[src/rtl/sec_pkg.sv]
package sec_pkg;

    typedef enum logic [2:0] {
        OP_CFG_WR  = 3'd0,
        OP_VERIFY  = 3'd1,
        OP_PRELOAD = 3'd2,
        OP_SIG_RD  = 3'd3,
        OP_SIG_WR  = 3'd4,
        OP_LOCK    = 3'd5,
        OP_ERASE   = 3'd6,
        OP_BAD     = 3'd7
    } op_e;

    typedef enum logic [1:0] {
        ST_OPEN   = 2'd0,
        ST_LOCKED = 2'd1,
        ST_WIPE   = 2'd2
    } gate_state_e;

endpackage

[src/rtl/sec_word_bank.sv]
module sec_word_bank #(
    parameter int DATA_W = 8,
    parameter int ADDR_W = 4
) (
    input  logic              clk,
    input  logic              rst_n,
    input  logic              we,
    input  logic [ADDR_W-1:0] waddr,
    input  logic [DATA_W-1:0] wdata,
    input  logic [ADDR_W-1:0] raddr,
    output logic [DATA_W-1:0] rdata
);
    localparam int WORDS = 1 << ADDR_W;

    logic [DATA_W-1:0] word_q [WORDS];

    for (genvar i = 0; i < WORDS; i++) begin : g_word
        always_ff @(posedge clk or negedge rst_n) begin
            if (!rst_n) begin
                word_q[i] <= '0;
            end else if (we && (waddr == ADDR_W'(i))) begin
                word_q[i] <= wdata;
            end
        end
    end

    assign rdata = word_q[raddr];

endmodule

[src/rtl/sec_ctrl_fsm.sv]
module sec_ctrl_fsm
    import sec_pkg::*;
#(
    parameter int ADDR_W = 4
) (
    input  logic              clk,
    input  logic              rst_n,
    input  logic              cmd_fire,
    input  op_e               op,
    output logic              ready,
    output logic              is_locked,
    output logic              wipe_we,
    output logic [ADDR_W-1:0] wipe_addr,
    output logic              cfg_we,
    output logic              sig_we,
    output logic              pre_we
);
    localparam logic [ADDR_W-1:0] LAST_WORD = '1;

    gate_state_e       state_q, state_d;
    logic [ADDR_W-1:0] sweep_q;

    // state register and sweep counter
    always_ff @(posedge clk or negedge rst_n) begin
        if (!rst_n) begin
            state_q <= ST_OPEN;
            sweep_q <= '0;
        end else begin
            state_q <= state_d;
            if (state_q == ST_WIPE) begin
                sweep_q <= sweep_q + 1'b1;
            end else begin
                sweep_q <= '0;
            end
        end
    end

    // transitions
    always_comb begin
        state_d = state_q;
        unique case (state_q)
            ST_OPEN: begin
                if (cmd_fire && op == OP_LOCK) begin
                    state_d = ST_LOCKED;          // T_LOCK
                end else if (cmd_fire && op == OP_ERASE) begin
                    state_d = ST_WIPE;            // T_ERASE_O
                end
            end
            ST_LOCKED: begin
                if (cmd_fire && op == OP_ERASE) begin
                    state_d = ST_WIPE;            // T_ERASE_L
                end
            end
            ST_WIPE: begin
                if (sweep_q == LAST_WORD) begin
                    state_d = ST_OPEN;            // T_SWEPT
                end
            end
            default: state_d = ST_OPEN;
        endcase
    end

    // outputs
    always_comb begin
        ready     = (state_q != ST_WIPE);
        is_locked = (state_q == ST_LOCKED);
        wipe_we   = (state_q == ST_WIPE);
        wipe_addr = sweep_q;
        cfg_we    = cmd_fire && (op == OP_CFG_WR);
        sig_we    = cmd_fire && (op == OP_SIG_WR);
        pre_we    = cmd_fire && (op == OP_PRELOAD) && (state_q == ST_OPEN);
    end

endmodule

[src/rtl/sec_access_ctrl.sv]
module sec_access_ctrl
    import sec_pkg::*;
#(
    parameter int DATA_W   = 8,
    parameter int ADDR_W   = 4,
    parameter int SIG_BITS = 64
) (
    input  logic              clk,
    input  logic              rst_n,
    input  logic              cmd_valid,
    output logic              cmd_ready,
    input  logic [2:0]        cmd_op,
    input  logic [ADDR_W-1:0] cmd_addr,
    input  logic [DATA_W-1:0] cmd_wdata,
    output logic              rsp_valid,
    output logic [DATA_W-1:0] rsp_data,
    output logic              rsp_err,
    output logic              locked,
    output logic [DATA_W-1:0] preload_q
);
    localparam int SIG_WORDS = SIG_BITS / DATA_W;
    localparam int SIG_AW    = $clog2(SIG_WORDS);

    op_e               op;
    logic              fire;
    logic              wipe_we, cfg_we, sig_we, pre_we;
    logic [ADDR_W-1:0] wipe_addr;
    logic              bank_we;
    logic [ADDR_W-1:0] bank_waddr;
    logic [DATA_W-1:0] bank_wdata;
    logic [DATA_W-1:0] cfg_rdata, sig_rdata;
    logic [SIG_AW-1:0] sig_idx;

    assign op      = op_e'(cmd_op);
    assign fire    = cmd_valid && cmd_ready;
    assign sig_idx = cmd_addr[SIG_AW-1:0];

    sec_ctrl_fsm #(.ADDR_W(ADDR_W)) u_fsm (
        .clk       (clk),
        .rst_n     (rst_n),
        .cmd_fire  (fire),
        .op        (op),
        .ready     (cmd_ready),
        .is_locked (locked),
        .wipe_we   (wipe_we),
        .wipe_addr (wipe_addr),
        .cfg_we    (cfg_we),
        .sig_we    (sig_we),
        .pre_we    (pre_we)
    );

    // the erase sweep owns the write port while it runs
    always_comb begin
        if (wipe_we) begin
            bank_we    = 1'b1;
            bank_waddr = wipe_addr;
            bank_wdata = '0;
        end else begin
            bank_we    = cfg_we;
            bank_waddr = cmd_addr;
            bank_wdata = cmd_wdata;
        end
    end

    sec_word_bank #(.DATA_W(DATA_W), .ADDR_W(ADDR_W)) u_cfg (
        .clk   (clk),
        .rst_n (rst_n),
        .we    (bank_we),
        .waddr (bank_waddr),
        .wdata (bank_wdata),
        .raddr (cmd_addr),
        .rdata (cfg_rdata)
    );

    sec_word_bank #(.DATA_W(DATA_W), .ADDR_W(SIG_AW)) u_sig (
        .clk   (clk),
        .rst_n (rst_n),
        .we    (sig_we),
        .waddr (sig_idx),
        .wdata (cmd_wdata),
        .raddr (sig_idx),
        .rdata (sig_rdata)
    );

    always_ff @(posedge clk or negedge rst_n) begin
        if (!rst_n) begin
            preload_q <= '0;
        end else if (pre_we) begin
            preload_q <= cmd_wdata;
        end
    end

    // one-cycle response register
    always_ff @(posedge clk or negedge rst_n) begin
        if (!rst_n) begin
            rsp_valid <= 1'b0;
            rsp_data  <= '0;
            rsp_err   <= 1'b0;
        end else begin
            rsp_valid <= fire;
            rsp_data  <= '0;
            rsp_err   <= 1'b0;
            if (fire) begin
                unique case (op)
                    OP_VERIFY: begin
                        if (locked) rsp_err <= 1'b1;
                        else        rsp_data <= cfg_rdata;
                    end
                    OP_PRELOAD: rsp_err <= locked;
                    OP_SIG_RD:  rsp_data <= sig_rdata;
                    OP_BAD:     rsp_err <= 1'b1;
                    OP_CFG_WR, OP_SIG_WR, OP_LOCK, OP_ERASE: ;
                    default: ;
                endcase
            end
        end
    end

endmodule

[config.mk]
export PLATFORM = sky130hd
export DESIGN_NAME = sec_access_ctrl
export DESIGN_NICKNAME = d
export VERILOG_FILES = /design/src/rtl/sec_pkg.sv /design/src/rtl/sec_word_bank.sv /design/src/rtl/sec_ctrl_fsm.sv /design/src/rtl/sec_access_ctrl.sv
export SDC_FILE = /design/constraint.sdc
export NUM_CORES = 1
export LEC_CHECK = 0
export ABC_CLOCK_PERIOD_IN_PS = 3900
export CORE_MARGIN = 4
export CORE_UTILIZATION = 50
export CTS_BUF_LIST = sky130_fd_sc_hd__clkbuf_4 sky130_fd_sc_hd__clkbuf_8
export DETAILED_ROUTE_END_ITERATION = 16
export PLACE_DENSITY_LB_ADDON = 0.25
export SLEW_MARGIN = 20
export SYNTH_ARGS = -nofsm -noshare
export SYNTH_HDL_FRONTEND = slang
export SYNTH_SLANG_ARGS = --single-unit
[constraint.sdc]
create_clock -name clk -period 3.9 [get_ports clk]
set_input_delay 0.585 -clock clk [delete_from_list [all_inputs] [get_ports clk]]
set_output_delay 0.585 -clock clk [all_outputs]
set_load 0.05 [all_outputs]
## Yosys cells after proc, flatten, opt, wreduce, memory -nomap -nowiden

Cells that the tools add are included.
W data, S select, Z words.

| cells by class | value |
|---|---|
| add/sub/neg operators | 1 |
| order comparisons | 2 |
| equality and inequality tests | 34 |
| muxes and demuxes | 20 |
| bitwise logic cells | 2 |
| reduce and logical (&&, ||, !) cells | 35 |

Operators by type and width:

| kind | number |
|---|---|
| $mux W8 | 7 |
| $eq A4 B4 Y1 const B | 9 |
| $bmux W8 S4 | 1 |
| $logic_and A1 B1 Y1 | 31 |
| $bmux W8 S3 | 1 |
| $eq A3 B3 Y1 const B | 8 |
| $eq A4 B3 Y1 const B | 4 |
| $pmux W8 S2 | 1 |
| $eq A3 B2 Y1 const B | 4 |
| $eq A4 B2 Y1 const B | 2 |
| $mux W4 | 2 |
| $eq A3 B1 Y1 const B | 2 |
| $logic_not A3 Y1 | 2 |
| $mux W2 | 3 |
| $pmux W2 S3 | 1 |
| $ge A5 B5 Y1 const B | 1 |
| $not A4 Y5 | 1 |
| $add A4 B1 Y4 const B | 1 |
| $eq A4 B1 Y1 const B | 1 |
| $ge A4 B4 Y1 const B | 1 |
| $logic_not A4 Y1 | 1 |
| $ne A2 B2 Y1 const B | 2 |
| $not A3 Y4 | 1 |
| $mux W1 | 3 |
| other kinds (4) | 4 |

| storage, ports and cells | value |
|---|---|
| bits in registers | 216 |
| input port bits | 18 |
| output and inout port bits | 20 |
| word-level logic and storage cells | 124 |

## Longest topological paths before layout

Gate-level depths: netlist of the first run.

| logic depth | value |
|---|---|
| depth after elaboration | 7 |
| mapped depth | 7 |
| depth with buffers taken out | 4 |

## By module

Synthesis of the first run repeated with hierarchy kept, for this count alone.

| second synthesis, totals | value |
|---|---|
| cells, all modules | 638 |
| area total of the unflattened synthesis | 10,067.2 µm² |

By module, submodules not included:

| module | instances | cells each | area an instance (µm²) |
|---|---|---|---|
| sec_word_bank (u_cfg) | 1 | 364 | 5,903.2 |
| sec_word_bank (u_sig) | 1 | 172 | 2,992.9 |
| sec_access_ctrl | 1 | 73 | 852.1 |
| sec_ctrl_fsm | 1 | 29 | 319.1 |

## Least setup slack after synthesis of the first run

Ideal clock, no wire load.

| timing | value |
|---|---|
| path type | input-to-reg |
| start | in cmd_addr[1] |
| end | reg rsp_data[0] |
| library setup time | 131 ps |
| arrival time | 2,041 ps |
| required time | 3,769 ps |
| path slack | 1,727 ps |
| stages | 7 |
| buffers on the path | 3 |
| cells stage by stage | buf_2 -> buf_2 -> buf_4 -> mux4_2 -> nand2_1 -> a21oi_1 -> or3_1 |

| on the way | value |
|---|---|
| cells in the longest elaborated chain, start to end | 7 |
| elaborated cells between the ends (all ways) | 11 |
| classes of those cells | 9 x mux; 2 x bitwise |

Ends and longest elaborated chain:

| element | RTL line | text |
|---|---|---|
| start, declared | sec_access_ctrl.sv:13 | `input logic [ADDR_W-1:0] cmd_addr,` |
| $not A4 Y5 (not written as such) | sec_word_bank.sv:27 | `assign rdata = word_q[raddr];` |
| $bmux W8 S4 | sec_word_bank.sv:27 |  |
| $mux W8 (not written as such) (2 in series) | sec_word_bank.sv:27 |  |
| $mux W8 | sec_access_ctrl.sv:106 | `if (locked) rsp_err <= 1'b1;` |
| $pmux W8 S2 * | sec_access_ctrl.sv:104 | `unique case (op)` |
| $mux W8 * | sec_access_ctrl.sv:103 | `if (fire) begin` |
| end signal, assigned | sec_access_ctrl.sv:107 | `else rsp_data <= cfg_rdata;` |
| end signal, assigned | sec_access_ctrl.sv:110 | `OP_SIG_RD: rsp_data <= sig_rdata;` |
| end, declared | sec_access_ctrl.sv:16 | `output logic [DATA_W-1:0] rsp_data,` |

Every way passes the cells marked *; elsewhere a longest branch is shown, timed or not. The select of a mux whose other input is x is not followed.
A chain may end at the register's enable or synchronous reset.

## Worst setup path in the final report of the first run

| timing | value |
|---|---|
| start | reg u_fsm.state_q[0] |
| end | out cmd_ready |

| on the way | value |
|---|---|
| cells in the longest elaborated chain, start to end | 1 |

Ends and longest elaborated chain:

| element | RTL line | text |
|---|---|---|
| start, declared | sec_ctrl_fsm.sv:20 | `gate_state_e state_q, state_d;` |
| start signal, assigned | sec_ctrl_fsm.sv:29 | `state_q <= state_d;` |
| $ne A2 B2 Y1 | sec_ctrl_fsm.sv:65 | `ready = (state_q != ST_WIPE);` |
| end, declared | sec_access_ctrl.sv:11 | `output logic cmd_ready,` |

No other way between the ends.

==> results_dict.tcl, run 1 <==
set metrics [dict create \
    async_flop_share_pct 100 \
    crit_path_start "u_fsm.state_q[0]$_DFFE_PN0P_" \
    post_cts_resized 0 \
    dpl.cell_count 925 \
    criticalPathCategory "register to output pin" \
    synth_ff_type "dfrtp_1" \
    fillers 1566 \
    ant_nets 0 \
    wl_um 21900 \
    ir_worst_vdd_uv 235 \
    clockPowerShare_pct 28.1 \
    worst_clock_skew_ns 0.0176 \
    initial_core_util_pct 51.4 \
    worstSetupEndpoint "cmd_ready" \
    setup_tns_ns 0 \
    hp-class "input pin to asynchronous set/reset pin" \
    r2r_end "u_sig.word_q[8]$_DFFE_PN0P_" \
    clk_pin_slew_ns 0.05 \
    fmax_mhz 326 \
    grt_overflow_total 0 \
    pwr-share-comb_pct 25.4 \
    leakagePower_nw 5.30 \
    startpoint_type "register" \
    finalCriticalPeriod_ns 3.06 \
    cap_violations 0 \
    ctsHoldBuffers 0 \
    grt_max_degree 97 \
    finalCritPeriodShare_pct 78.6 \
    row_count 51 \
    setup_viol 0 \
    reg2reg_from "u_fsm.state_q[0]$_DFFE_PN0P_" \
    slew_headroom_pct 25.8 \
    vias 5808 \
    clockRootBuffer "clkbuf_8" \
    die_width_um 150 \
    hold_ws_ns 0.115 \
    hold_viol 0 \
    io_pins 38 \
    clockBufferDepth 3 \
    dp.final_hpwl_um 14600 \
    dpl-instance-area_um2 10700 \
    wl_per_cell_um 22.2 \
    end_kind "output pin" \
    syn_avg_cell_area_um2 15.4 \
    core_um2 19700 \
    drt_iter0_drc 311 \
    critPathArrivalTime_ns 2.48 \
    rr_worst_depth 5 \
    grt_pass1_wl_um 36300 \
    ys_ff_latch 216 \
    diodes 0 \
    drc 0 \
    synth-edff-count 0 \
    synthToLayoutAreaGrowth_pct 12.6 \
    crit_fanout 29 \
    drive_gt1_share_pct 42.2 \
    dieArea_um2 22600 \
    switching_share_pct 29.5 \
    drv_slew 0 \
    switchingPower_w 0.00206 \
    p_per_area_nw_per_um2 612 \
    grt_pass1_vias 6565 \
    fin_area_um2 11400 \
    place_congestion 0.775 \
    die_h_um 150 \
    rsz0062_at_grt "no" \
    insertion_delay_ns 0.53 \
    rrSetupSlack_ns 1.18 \
    cts_tree "yes" \
    p_seq_share_pct 46.5 \
    synthCells 658 \
    viasPerCell 5.91 \
    grt_antenna_before_repair 0 \
    syn_nets 677 \
    synthDistinctLibCells 48 \
    required_ns 3.31 \
    numPortBuffers 37 \
    layout.cells.non_filler 983 \
    grt_usage_pct 20.7 \
    layout.nets 719 \
    tightest_slew_ns 1.11 \
    synth_area_um2 10100 \
    cts_max_level 2 \
    numCtsBuffers 38 \
    ys_seq_area_share_pct 53.3 \
    intPower_w 0.00492 \
    cts.sinks 216 \
    dr.pass1.iters 4 \
    outcome "complete, no violations" \
    cts_setup_buffers 0 \
    yosysWarnings 0 \
]
-- layout by cell type, fill, tap and decap left out, drive strengths merged, types with 5 or more instances in the layout --
master,count
a21oi,9
and2,9
buf,12
clkbuf,55
clkdlybuf4s50,34
dfrtp,216
mux2,203
mux2i,22
mux4,48
nand2,17
nand2b,7
nand3,8
nor2,11
nor3,10
o21ai,7
o22a,5
or3,6
-- cells by family after synthesis --
kind of cell	share of synthesized area [%]
simple gates	6.50
xor+xnor	0.259
buf+inv	2.32
mux	35.4
flops	53.3
compound gates	2.10
fa+ha+maj	0.123
-- Yosys cell counts (all sizes together) (2+ instances only) --
master	n	area, um^2
dfrtp	216	5410
mux2	203	2290
mux4	48	1080
buf	31	171
mux2i	22	224
nand2	17	63.8
clkbuf	14	52.6
nor2	11	41.3
nor3	10	163
a21oi	9	48.8
and2	9	56.3
nand3	8	45.0
nand2b	7	43.8
o21ai	7	35.0
or3	6	37.5
o22a	5	43.8
and3	4	25.0
a31oi	3	55.1
nand4b	3	26.3
and4bb	2	25.0
inv	2	7.51
nor2b	2	12.5
nor3b	2	37.5
nor4b	2	32.5
or3b	2	17.5
xnor2	2	17.5
-- stage by stage --
step | power, W | utilization, % | setup WS (ns)
global route | 0.00737 | 57.9 | 0.723
floorplan | 0.00457 | - | 1.73
CTS | 0.00706 | 57.9 | 0.803
detailed placement | 0.00507 | 54.3 | 0.588
finish | 0.00698 | 57.9 | 0.837
global placement | 0.00495 | 54.3 | 0.708
-- worst min path at each step --
stage | end | slack, ns | depth (start not counted)
2_1_floorplan | preload_q[0]$_DFFE_PN0P_ | 0.29 | 0
3_3_place_gp | u_cfg.word_q[110]$_DFFE_PN0P_ | 0.46 | 1
3_5_place_dp | u_cfg.word_q[123]$_DFFE_PN0P_ | 0.47 | 1
4_1_cts | rsp_err$_DFF_PN0_ | 0.17 | 1
5_1_grt | rsp_err$_DFF_PN0_ | 0.20 | 1
6_report | preload_q[0]$_DFFE_PN0P_ | 0.12 | 1
-- state kept, by name (all words and copies together) (netlist names) --
| register | cells |
|---|---|
| u_fsm.state_q | 2 |
| preload_q | 8 |
| u_cfg.word_q | 128 |
| rsp_data | 8 |
| u_fsm.wipe_addr | 4 |
| rsp_valid | 1 |
| rsp_err | 1 |
| u_sig.word_q | 64 |
-- critical path: stages (launching register included) --
cell	delay (ns)
dfrtp_1	0.55
nand2b_1	0.18
buf_4	0.35
clkdlybuf4s50_1	0.88
-- routing by layer --
| layer | share of wire [%] | global-route usage [%] |
|---|---|---|
| met1 | 45 | 28.9 |
| met2 | 50 | 33.3 |
| met3 | 3.9 | 3.85 |
| met4 | 1.7 | 6.04 |
| met5 | 0 | 0 |
-- power by group through the flow --
stage	Sequential (W)	Combinational, W	Clock (W)
after floorplan	0.00330	0.00127	0
final	0.00325	0.00178	0.00196
after global placement	0.00323	0.00173	0
after detailed placement	0.00328	0.00179	0
after global routing	0.00333	0.00191	0.00212
after CTS	0.00324	0.00180	0.00202
-- final cells by class --
class | instances | area, um^2 | share of cell area, %
Multi-Input combinational cell | 394 | 4500 | 39.4
Sequential cell | 216 | 5410 | 47.3
Timing Repair Buffer | 47 | 467 | 4.09
Tap cell | 265 | 332 | 2.90
Clock inverter | 4 | 31.3 | 0.274
Inverter | 3 | 11.3 | 0.0986
Clock buffer | 54 | 668 | 5.85
(Power assumes the default switching activity.)
==> run 2: changes to the inputs <==
--- a/config.mk
+++ b/config.mk
@@ -5,7 +5,7 @@
 export SDC_FILE = /design/constraint.sdc
 export NUM_CORES = 1
 export LEC_CHECK = 0
-export ABC_CLOCK_PERIOD_IN_PS = 3900
+export ABC_CLOCK_PERIOD_IN_PS = 3200
 export CORE_MARGIN = 4
 export CORE_UTILIZATION = 50
 export CTS_BUF_LIST = sky130_fd_sc_hd__clkbuf_4 sky130_fd_sc_hd__clkbuf_8
==> constraint.sdc (replaced) <==
create_clock -name clk -period 3.2 [get_ports clk]
set_input_delay 0.48 -clock clk [delete_from_list [all_inputs] [get_ports clk]]
set_output_delay 0.48 -clock clk [all_outputs]
set_load 0.05 [all_outputs]
==> run 2 against run 1 <==
Compared with the run above:
- register-to-register slack got worse by 0.61 ns
- wire length grew 1.0%
- combinational power grew 25%
- clock skew increased by 0.00054 ns
- flip-flop and latch count did not move
- sequential power grew 21%
- worst setup slack worse by 0.27 ns
- first-iteration DRC count is 18% lower
- final cell count increased by 1.2%
==> results_dict.tcl, run 2 (synthesized netlist as in run 1, its figures left out) <==
set metrics [dict create \
    finalCritPeriodShare_pct 82.2 \
    numCtsBuffers 37 \
    grt_overflow_total 0 \
    leakagePower_nw 5.38 \
    drt_iter0_drc 255 \
    largest_reg_flops 128 \
    core_um2 19700 \
    slowest_delay_ns 0.55 \
    drive_gt1_share_pct 43.3 \
    switching_share_pct 29.2 \
    cp_slowest_cell "nand3_1" \
    dieArea_um2 22600 \
    synthToLayoutAreaGrowth_pct 14.0 \
    fin_util_pct 58.6 \
    vias 5823 \
    intPower_w 0.00616 \
    r2r_end "u_sig.word_q[16]$_DFFE_PN0P_" \
    cts_setup_buffers 0 \
    setup_viol 0 \
    dp.final_hpwl_um 14500 \
    drc 0 \
    end_kind "register" \
    cp_common_cell "buf_4" \
    rsz0062_at_grt "no" \
    layout_commonest_cell "dfrtp_1" \
    wl_um 22100 \
    outcome "complete, no violations" \
    initial_core_util_pct 51.4 \
    rr_worst_depth 6 \
    die_h_um 150 \
    fmax_mhz 380 \
    clockBufferDepth 3 \
    largest_registers "u_cfg.word_q: 128 flops, u_sig.word_q: 64 flops" \
    hold_viol 0 \
    clockRootBuffer "clkbuf_8" \
    die_width_um 150 \
    setup_tns_ns 0 \
    power.total_w 0.00871 \
    ir_worst_vdd_uv 311 \
    layout.nets 725 \
    clk_pin_slew_ns 0.06 \
    tightest_slew_ns 0.917 \
    cts.sinks 216 \
    ant_nets 0 \
    hp-class "input pin to asynchronous set/reset pin" \
    crit_fanout 28 \
    cap_violations 0 \
    grt_pass1_vias 6356 \
    rrSetupSlack_ns 0.57 \
    p_per_area_nw_per_um2 753 \
    pwr-share-comb_pct 25.5 \
    worst_clock_skew_ns 0.0181 \
    required_ns 3.59 \
    slew_headroom_pct 38.8 \
    dr.pass1.iters 7 \
    switchingPower_w 0.00255 \
    row_count 51 \
    grt_max_degree 94 \
    finalCriticalPeriod_ns 2.63 \
    startpoint_type "register" \
    reg2reg_from "u_fsm.state_q[0]$_DFFE_PN0P_" \
    clockPowerShare_pct 29.2 \
    numPortBuffers 37 \
    final_cell_mix "216 x dfrtp_1, 162 x mux2_2, 48 x mux4_2" \
    post_cts_resized 0 \
    drv_slew 0 \
    crit_buf_inv 2 \
    p_seq_share_pct 45.3 \
    place_congestion 0.764 \
    grt_antenna_before_repair 0 \
    wl_per_cell_um 22.2 \
    diodes 0 \
    path_delay_family "simple AND/OR/NAND/NOR gates" \
    cts_max_level 2 \
    critPathArrivalTime_ns 3.02 \
    insertion_delay_ns 0.52 \
    criticalPathCategory "register to register" \
    ctsHoldBuffers 0 \
    grt_pass1_wl_um 35400 \
    worstPathCellList "buf_4, nand2b_1, buf_4, nor4b_4, nand3_1, mux2_2" \
    grt_usage_pct 20.4 \
    io_pins 38 \
    top_register "u_cfg.word_q" \
    viasPerCell 5.85 \
    cts_tree "yes" \
]
==> run 2: worst max-delay path by stage <==
| stage | depth (start not counted) | from | end |
|---|---|---|---|
| 2_1_floorplan | 7 | cmd_addr[1] | rsp_data[0]$_DFF_PN0_ |
| 3_3_place_gp | 5 | cmd_op[1] | u_cfg.word_q[38]$_DFFE_PN0P_ |
| 3_5_place_dp | 5 | cmd_op[1] | u_cfg.word_q[38]$_DFFE_PN0P_ |
| 4_1_cts | 6 | u_fsm.state_q[0]$_DFFE_PN0P_ | u_sig.word_q[33]$_DFFE_PN0P_ |
| 5_1_grt | 6 | u_fsm.state_q[0]$_DFFE_PN0P_ | u_sig.word_q[33]$_DFFE_PN0P_ |
| 6_report | 6 | u_fsm.state_q[0]$_DFFE_PN0P_ | u_sig.word_q[16]$_DFFE_PN0P_ |
==> run 2: area by class of cell <==
| class | instances | area [um^2] |
|---|---|---|
| repair buffers | 54 | 542 |
| multi-input cells | 394 | 4500 |
| inverters | 3 | 11.3 |
| well taps | 265 | 332 |
| flip-flops and latches | 216 | 5410 |
| clock inverters | 7 | 70.1 |
| fillers | 1485 | 8160 |
| clock buffers | 56 | 696 |
==> run 2: routing by layer <==
| metal | share of wire [%] | GRT usage, % | up-vias |
|---|---|---|---|
| li1 | - | - | 2554 |
| met1 | 45 | 28.3 | 3120 |
| met2 | 49 | 33.1 | 117 |
| met3 | 3.9 | 3.85 | 32 |
| met4 | 2.0 | 6.31 | 0 |
| met5 | 0 | 0 | - |
==> run 2: through the flow <==
step | cell area [um^2] | std cells | setup slack [ns] | hold slack (ns)
floorplan | 10100 | 658 | 1.13 | 0.184
global placement | 10800 | 932 | 0.376 | 0.462
detailed placement | 10800 | 932 | 0.321 | 0.475
CTS | 11600 | 995 | 0.573 | 0.0586
global route | 11600 | 995 | 0.388 | 0.0894
finish | 11600 | 995 | 0.571 | 0.0461
==> run 2: power by group through the flow <==
stage / sequential [W] / clock [W] / combinational (W)
after floorplan: 0.00402 / 0 / 0.00154
after global placement: 0.00391 / 0 / 0.00215
after detailed placement: 0.00398 / 0 / 0.00224
after CTS: 0.00393 / 0.00261 / 0.00224
after global routing: 0.00403 / 0.00275 / 0.00238
final: 0.00394 / 0.00255 / 0.00222
==> run 3: changes to the inputs <==
--- a/config.mk
+++ b/config.mk
@@ -5,7 +5,7 @@
 export SDC_FILE = /design/constraint.sdc
 export NUM_CORES = 1
 export LEC_CHECK = 0
-export ABC_CLOCK_PERIOD_IN_PS = 3200
+export ABC_CLOCK_PERIOD_IN_PS = 2400
 export CORE_MARGIN = 4
 export CORE_UTILIZATION = 50
 export CTS_BUF_LIST = sky130_fd_sc_hd__clkbuf_4 sky130_fd_sc_hd__clkbuf_8
==> constraint.sdc (replaced) <==
create_clock -name clk -period 2.4 [get_ports clk]
set_input_delay 0.36 -clock clk [delete_from_list [all_inputs] [get_ports clk]]
set_output_delay 0.36 -clock clk [all_outputs]
set_load 0.05 [all_outputs]
==> run 3 against run 2 <==
Compared with the run above:
- clock-buffer cell count is 4 higher
- clock power is 40% higher
- final cell count is 5.5% higher
- wire length is 4.3% higher
- sequential power is 34% higher
==> results_dict.tcl, run 3 (synthesized netlist as in run 1, its figures left out) <==
set metrics [dict create \
    outcome "complete, no violations" \
    cts_max_level 2 \
    hp-class "input pin to asynchronous set/reset pin" \
    grt_overflow_total 0 \
    grt_max_degree 67 \
    worstPathCellList "nand2b_1, buf_12, mux2_2, or3_1, buf_4, mux2_1" \
    largest_reg_flops 128 \
    dr.pass1.iters 4 \
    layout.cells.non_filler 1050 \
    viasPerCell 5.77 \
    die_h_um 150 \
    critPathArrivalTime_ns 2.51 \
    clockPowerShare_pct 29.9 \
    pwr-share-comb_pct 26.1 \
    cp_slowest_cell "mux2_2" \
    fin_area_um2 12200 \
    diodes 0 \
    rr_worst_depth 6 \
    rrSetupSlack_ns 0.28 \
    worst_clock_skew_ns 0.0165 \
    numPortBuffers 37 \
    end_kind "register" \
    top_register "u_cfg.word_q" \
    grt_antenna_before_repair 1 \
    hold_viol 0 \
    die_width_um 150 \
    worst_slack_ns 0.280 \
    r2r_end "u_cfg.word_q[37]$_DFFE_PN0P_" \
    p_per_area_nw_per_um2 981 \
    wl_per_cell_um 21.9 \
    drv_slew 0 \
    initial_core_util_pct 51.4 \
    worstSetupEndpoint "u_cfg.word_q[37]$_DFFE_PN0P_" \
    fillers 1465 \
    slowest_delay_ns 0.41 \
    fmax_mhz 472 \
    required_ns 2.79 \
    crit_path_start "u_fsm.state_q[1]$_DFFE_PN0P_" \
    vias 6054 \
    io_pins 38 \
    slew_headroom_pct 36.8 \
    dieArea_um2 22600 \
    drt_iter0_drc 284 \
    ir_worst_vdd_uv 475 \
    switching_share_pct 29.2 \
    dpl.cell_count 981 \
    finalCriticalPeriod_ns 2.12 \
    criticalPathCategory "register to register" \
    layout.nets 777 \
    clk_pin_slew_ns 0.06 \
    cap_violations 0 \
    grt_pass1_vias 6824 \
    clockRootBuffer "clkbuf_8" \
    row_count 51 \
    drc 0 \
    numCtsBuffers 39 \
    reg2reg_from "u_fsm.state_q[1]$_DFFE_PN0P_" \
    crit_fanout 30 \
    finalCritPeriodShare_pct 88.3 \
    p_seq_share_pct 44.0 \
    intPower_w 0.00849 \
    place_congestion 0.842 \
    grt_usage_pct 21.6 \
    core_um2 19700 \
    final_cell_mix "216 x dfrtp_1, 162 x mux2_2, 50 x clkbuf_8" \
    setup_viol 0 \
    leakagePower_nw 5.72 \
    clockBufferDepth 3 \
    rsz0062_at_grt "no" \
    dpl-instance-area_um2 11400 \
    cts_tree "yes" \
    synthToLayoutAreaGrowth_pct 20.4 \
    insertion_delay_ns 0.52 \
    drive_gt1_share_pct 47.1 \
    dp.final_hpwl_um 16100 \
    layout_commonest_cell "dfrtp_1" \
    cts.sinks 216 \
    grt_pass1_wl_um 38200 \
    wl_um 23000 \
    tightest_slew_ns 0.947 \
    ant_nets 0 \
    pre_cts_slack_ns -0.0761 \
    startpoint_type "register" \
    switchingPower_w 0.00350 \
    largest_registers "u_cfg.word_q: 128 flops, u_sig.word_q: 64 flops" \
]
run 3: final cells by class:
cell class,instances,area (um^2),area share (%)
flip-flops and latches,216,5410,44.3
well taps,265,332,2.72
clock inverters,8,71.3,0.584
repair buffers,104,1130,9.26
multi-input cells,394,4500,36.9
inverters,3,11.3,0.0922
clock buffers,60,757,6.20
run 3: metrics by stage:
stage / utilization (%) / setup TNS, ns / power, W / hold WS, ns
final: 61.9 / 0 / 0.0120 / 0.405
after global routing: 61.9 / 0 / 0.0126 / 0.437
after CTS: 61.9 / 0 / 0.0121 / 0.412
after detailed placement: 57.7 / -4.29 / 0.00848 / 0.402
after global placement: 57.7 / -0.287 / 0.00826 / 0.389
after floorplan: - / 0 / 0.00742 / 0.0644
run 3: metal layers:
metal / share of wire, % / GRT usage (%)
met3: 4.3 / 3.82
met1: 44 / 29.9
met2: 50 / 35.3
met4: 1.8 / 6.72
met5: 0.048 / 0
run 3: critical path, delay by kind of cell (launching register included):
kind / cells / cell delay (ns)
DFF: 1 / 0.38
and+or+nand+nor: 2 / 0.44
muxes: 2 / 0.73
buffers and inverters: 2 / 0.41
run 3: what timing repair did:
action	4_1_cts	5_1_grt
setup endpoints to repair	1	0
hold buffers	1	0
endpoints found under the hold margin	61	0
buffers inserted	0	0
gates resized for setup	1	0
run 3: power groups by stage:
stage	Clock, W	Combinational (W)	Sequential (W)
finish	0.00358	0.00313	0.00527
global route	0.00386	0.00336	0.00538
CTS	0.00368	0.00317	0.00526
detailed placement	0	0.00317	0.00532
global placement	0	0.00304	0.00523
floorplan	0	0.00206	0.00536
run 3: how the worst min path moves through the flow:
stage                     startpoint                           end  slack, ns  depth (start not counted)
after floorplan                rst_n      preload_q[0]$_DFFE_PN0P_       0.06                          0
after CTS                      rst_n   u_cfg.word_q[6]$_DFFE_PN0P_       0.41                          2
after global routing           rst_n  u_sig.word_q[17]$_DFFE_PN0P_       0.44                          2
after detailed placement       rst_n  u_cfg.word_q[31]$_DFFE_PN0P_       0.40                          1
final                          rst_n  u_sig.word_q[17]$_DFFE_PN0P_       0.40                          2
after global placement         rst_n  u_cfg.word_q[31]$_DFFE_PN0P_       0.39                          1
